### config.mk
export PLATFORM = sky130hd
export DESIGN_NAME = fgc_tile
export DESIGN_NICKNAME = d
export VERILOG_FILES = /design/src/rtl/fgc_pkg.sv /design/src/rtl/fgc_pick.sv /design/src/rtl/fgc_core.sv /design/src/rtl/fgc_route.sv /design/src/rtl/fgc_tile.sv
export SDC_FILE = /design/constraint.sdc
export NUM_CORES = 1
export LEC_CHECK = 0
export BUFFER_PORTS_ARGS = -buffer_cell sky130_fd_sc_hd__buf_2
export CORE_AREA = 2 2 39 41
export DETAILED_ROUTE_END_ITERATION = 8
export DIE_AREA = 0 0 41 43
export GPL_TIMING_DRIVEN = 1
export PLACE_DENSITY_LB_ADDON = 0.05
export SYNTH_ARGS = -nofsm -noshare
export SYNTH_HDL_FRONTEND = slang
export SYNTH_HIERARCHICAL = 1
export SYNTH_SLANG_ARGS = --single-unit
### constraint.sdc
create_clock -name clk -period 2.1 [get_ports clk]
set_clock_uncertainty 0.2 [all_clocks]
set_input_delay 0.105 -clock clk [delete_from_list [all_inputs] [get_ports clk]]
set_output_delay 0.105 -clock clk [all_outputs]
set_load 0.02 [all_outputs]
### src/rtl/fgc_pkg.sv
`timescale 1ns/1ps
package fgc_pkg;
  localparam int NDIR  = 4;
  localparam int SW    = $clog2(NDIR);
  localparam int CFG_W = NDIR*SW + 2 + 3*SW + 1;

  typedef logic [SW-1:0] code_t;

  // Field order from MSB: mode, sel src, x1 src, x0 src, x1 inv, x0 inv, routes
  typedef struct packed {
    logic                  mode;
    code_t                 src_s;
    code_t                 src1;
    code_t                 src0;
    logic                  inv1;
    logic                  inv0;
    code_t [NDIR-1:0]      route;
  } cfg_t;
endpackage

### src/rtl/fgc_pick.sv
`timescale 1ns/1ps
module fgc_pick #(
  parameter int N  = 4,
  parameter int SW = $clog2(N)
) (
  input  logic [N-1:0]  din,
  input  logic [SW-1:0] code,
  input  logic          inv,
  output logic          y
);
  always_comb y = din[code] ^ inv;
endmodule

### src/rtl/fgc_core.sv
`timescale 1ns/1ps
module fgc_core (
  input  logic clk,
  input  logic rst,
  input  logic x0,
  input  logic x1,
  input  logic s,
  input  logic mode,
  output logic f,
  output logic res
);
  logic q;

  always_comb f = s ? x1 : x0;

  always_ff @(posedge clk) begin
    if (rst) q <= 1'b0;
    else     q <= f;
  end

  always_comb res = mode ? q : f;

  // flip-flop follows F one edge later, regardless of mode
  a_r6_capture: assert property (@(posedge clk) disable iff (rst)
    !$past(rst) |-> q == $past(f));
  // first cycle after a reset edge shows a cleared register
  a_r5_clear: assert property (@(posedge clk) disable iff (rst)
    $past(rst) |-> q == 1'b0);
endmodule

### src/rtl/fgc_route.sv
`timescale 1ns/1ps
module fgc_route #(
  parameter int N   = 4,
  parameter int SW  = $clog2(N),
  parameter int OWN = 0
) (
  input  logic          clk,
  input  logic          rst,
  input  logic [N-1:0]  din,
  input  logic          logic_in,
  input  logic [SW-1:0] code,
  output logic          y
);
  logic [N-1:0] cand;

  assign cand[0] = logic_in;
  for (genvar k = 1; k < N; k++) begin : g_cand
    if (k - 1 < OWN) begin : g_below
      assign cand[k] = din[k-1];
    end else begin : g_above
      assign cand[k] = din[k];
    end
  end

  always_comb y = cand[code];

  // code 00 carries the tile's logic result
  a_r7_logic_out: assert property (@(posedge clk) disable iff (rst)
    (code == '0) |-> y == logic_in);
endmodule

### src/rtl/fgc_tile.sv
`timescale 1ns/1ps
module fgc_tile
  import fgc_pkg::*;
(
  input  logic             clk,
  input  logic             rst,
  input  logic [CFG_W-1:0] cfg,
  input  logic [NDIR-1:0]  in_dir,
  output logic [NDIR-1:0]  out_dir
);
  cfg_t c;
  logic x0, x1, s, f, res;

  assign c = cfg_t'(cfg);

  fgc_pick #(.N(NDIR), .SW(SW)) u_pick_x0 (.din(in_dir), .code(c.src0),  .inv(c.inv0), .y(x0));
  fgc_pick #(.N(NDIR), .SW(SW)) u_pick_x1 (.din(in_dir), .code(c.src1),  .inv(c.inv1), .y(x1));
  fgc_pick #(.N(NDIR), .SW(SW)) u_pick_s  (.din(in_dir), .code(c.src_s), .inv(1'b0),   .y(s));

  fgc_core u_core (
    .clk(clk), .rst(rst), .x0(x0), .x1(x1), .s(s),
    .mode(c.mode), .f(f), .res(res)
  );

  for (genvar d = 0; d < NDIR; d++) begin : g_route
    fgc_route #(.N(NDIR), .SW(SW), .OWN(d)) u_route (
      .clk(clk), .rst(rst), .din(in_dir), .logic_in(res),
      .code(c.route[d]), .y(out_dir[d])
    );
  end

  // low select with true X0 passes the X0 neighbour to the result
  a_r1_sel_low: assert property (@(posedge clk) disable iff (rst)
    (!c.mode && !in_dir[c.src_s] && !c.inv0) |-> res == in_dir[c.src0]);
  // N output code 10 forwards the S input
  a_r8_pass_ns: assert property (@(posedge clk) disable iff (rst)
    (c.route[0] == 2'd2) |-> out_dir[0] == in_dir[2]);
endmodule

==> flow_summary.toml <==
[grt]
first_pass_grt_wire_length_um = 1120
grt_antenna_before_repair = 0
grt_util_all_layers = 0.0860
global_route_overflow = 0
grt_max_degree = 5
via_count_of_the_first_global_routing_pass = 276

[layout]
top_register = "u_core/q"
biggestRegsByFlops = "u_core/q (1)"
area_growth_pct = 103
n_antenna_cell = 0
final-seq-area_sq_um = 20.0
multiInputGateArea_sq_um = 224
final_area_sq_um = 488
layout.cells.most_common_list = "17 x sky130_fd_sc_hd__buf_2, 9 x sky130_fd_sc_hd__buf_6, 7 x sky130_fd_sc_hd__mux4_2, 5 x sky130_fd_sc_hd__buf_4, 3 x sky130_fd_sc_hd__xor2_1"
filler_cell_count = 142
post-route-util = 0.353
layout_commonest_cell = "sky130_fd_sc_hd__buf_2"
final_nets = 71
largest_register_ffs = 1
post_route_cells_drive_above_1_share = 0.870

[sta]
maxSlewViolCount = 0
maxClockFrequency_ghz = 0.426
final_min_period_over_clock_period = 1.12
finalWorstPathRequiredPeriod_ps = 2350
hold_violations = 0
setup-tns-final_ps = -988
worst_slack_ps = -249
whs_ps = 65.0
grt_setup_unrepaired = "yes"
setup_viol = 4

[run_status]
failing_checks = "negative setup slack"
status = "complete, but fails checks"

[synth]
ys_seq_elements = 1
postSynthCellCount = 15
syn_avg_cell_area_sq_um = 16.0
synth-warning-count = 6
synth_top_cell_area_share = 0.656
synth_area_leader_cell = "sky130_fd_sc_hd__mux4_2"
post_synth_main_area_contributors = "sky130_fd_sc_hd__mux4_2 66%, sky130_fd_sc_hd__xor2_1 11%, sky130_fd_sc_hd__dfxtp_1 8.3%"
synth_fp_nets = 38
syn_area_sq_um = 240
ys_seq_area_frac = 0.0833
ys_types = 7

[floorplan]
coreArea_sq_um = 1380
io_pins = 27
dieWidth_um = 41
die_h_um = 43
placement_rows = 14
dieArea_sq_um = 1760
start_util = 0.174

[pwr]
switching_power_w = 0.0000514
sequential_share_of_power = 0.142
switching_share = 0.313
worst_vdd_drop_uv = 139
gate_power_share = 0.858
cellLeakagePower_nw = 0.233
power_frac_clock = 0
cell_pwr_density_nw_per_um2 = 336
power_report.internal_total_w = 0.000113

[placement]
hpwlAfterDp_um = 637
placement.io_buffers = 26
dpl_cell_area_sq_um = 420
place_congestion = 0.701
dp_worst_setup_slack_ps = -313

[cts]
number_of_buffers_inserted_for_hold_repair_after_clock_tree_synthesis = 0
cts.clk_slew.worst_paths_ps = 0

[routing]
routed-via-count = 265
routed_wl_um = 716
avgRoutedWirePerCell_um = 11.5
detail-route-antenna-nets = 0
drcViolationCount = 0
first_pass_detailed_route_iteration_total = 1
via_per_inst = 4.27
drt_iter0_markers = 0

[critical_path]
worstPathMaxFanout = 4
worstSetupEndpointType = "primary output"
cp_data_required_time_ps = 1790
criticalPathCategory = "primary input to primary output"
crit_arrival_ps = 2040
critical_path.startpoint_type = "primary input"

[run]
max_cap_violations = 0

[hold_path]
worstHoldPathType = "primary input to flop"
-- final cells by class --
type                            count  area share
Multi-Input combinational cell     14       0.459
Sequential cell                     1      0.0410
Tap cell                           16      0.0410
Timing Repair Buffer               31       0.459
-- layer usage --
layer	vias to the layer above	GRT usage	wire length, um
li1	128	-	-
met1	122	0.112	255
met2	15	0.156	392
met3	0	0.00524	68
met4	0	0	0
met5	-	0	0
-- kinds of logic after synthesis --
group | count (synthesis) | synth area share
multiplexers | 9 | 0.766
XOR/XNOR | 3 | 0.109
flip-flops | 1 | 0.0833
AND/OR/NAND/NOR | 1 | 0.0261
other | 1 | 0.0156
-- cell usage after synthesis, drive strengths merged --
library cell / n
nor2b: 1
dfxtp: 1
mux4: 7
xor2: 3
mux2: 2
conb: 1
-- power groups by stage --
stage | Combinational (W) | Sequential (W) | Clock [W]
CTS | 0.000142 | 0.0000234 | 0
detailed placement | 0.000116 | 0.0000232 | 0
global route | 0.000151 | 0.0000234 | 0
finish | 0.000141 | 0.0000233 | 0
floorplan | 0.0000689 | 0.0000226 | 0
global placement | 0.000114 | 0.0000228 | 0
-- final timing paths --
| check | startpoint | to | cells after the start |
|---|---|---|---|
| worst min-delay path | rst | u_core/q | 2 |
| worst max-delay path | in_dir[3] | out_dir[3] | 7 |
-- worst max-delay path: stages --
cell and delay [ps]:
sky130_fd_sc_hd__buf_6 100, sky130_fd_sc_hd__mux4_2 460, sky130_fd_sc_hd__xor2_1 170, sky130_fd_sc_hd__mux2_4 300
sky130_fd_sc_hd__mux2_4 290, sky130_fd_sc_hd__mux4_2 470, sky130_fd_sc_hd__buf_6 150
-- repair_timing --
action | 4_1_cts | 5_1_grt
buffers inserted | 1 | 0
gates resized for setup | 14 | 0
cloned | 0 | 0
endpoints found under the setup margin | 4 | 4
pin swaps | 1 | 0
-- per-stage QoR --
step,std cells,total power [W]
2_1_floorplan,15,0.0000914
3_3_place_gp,61,0.000137
3_5_place_dp,61,0.000140
4_1_cts,62,0.000165
5_1_grt,62,0.000174
6_report,62,0.000164
(Power assumes the default switching activity.)
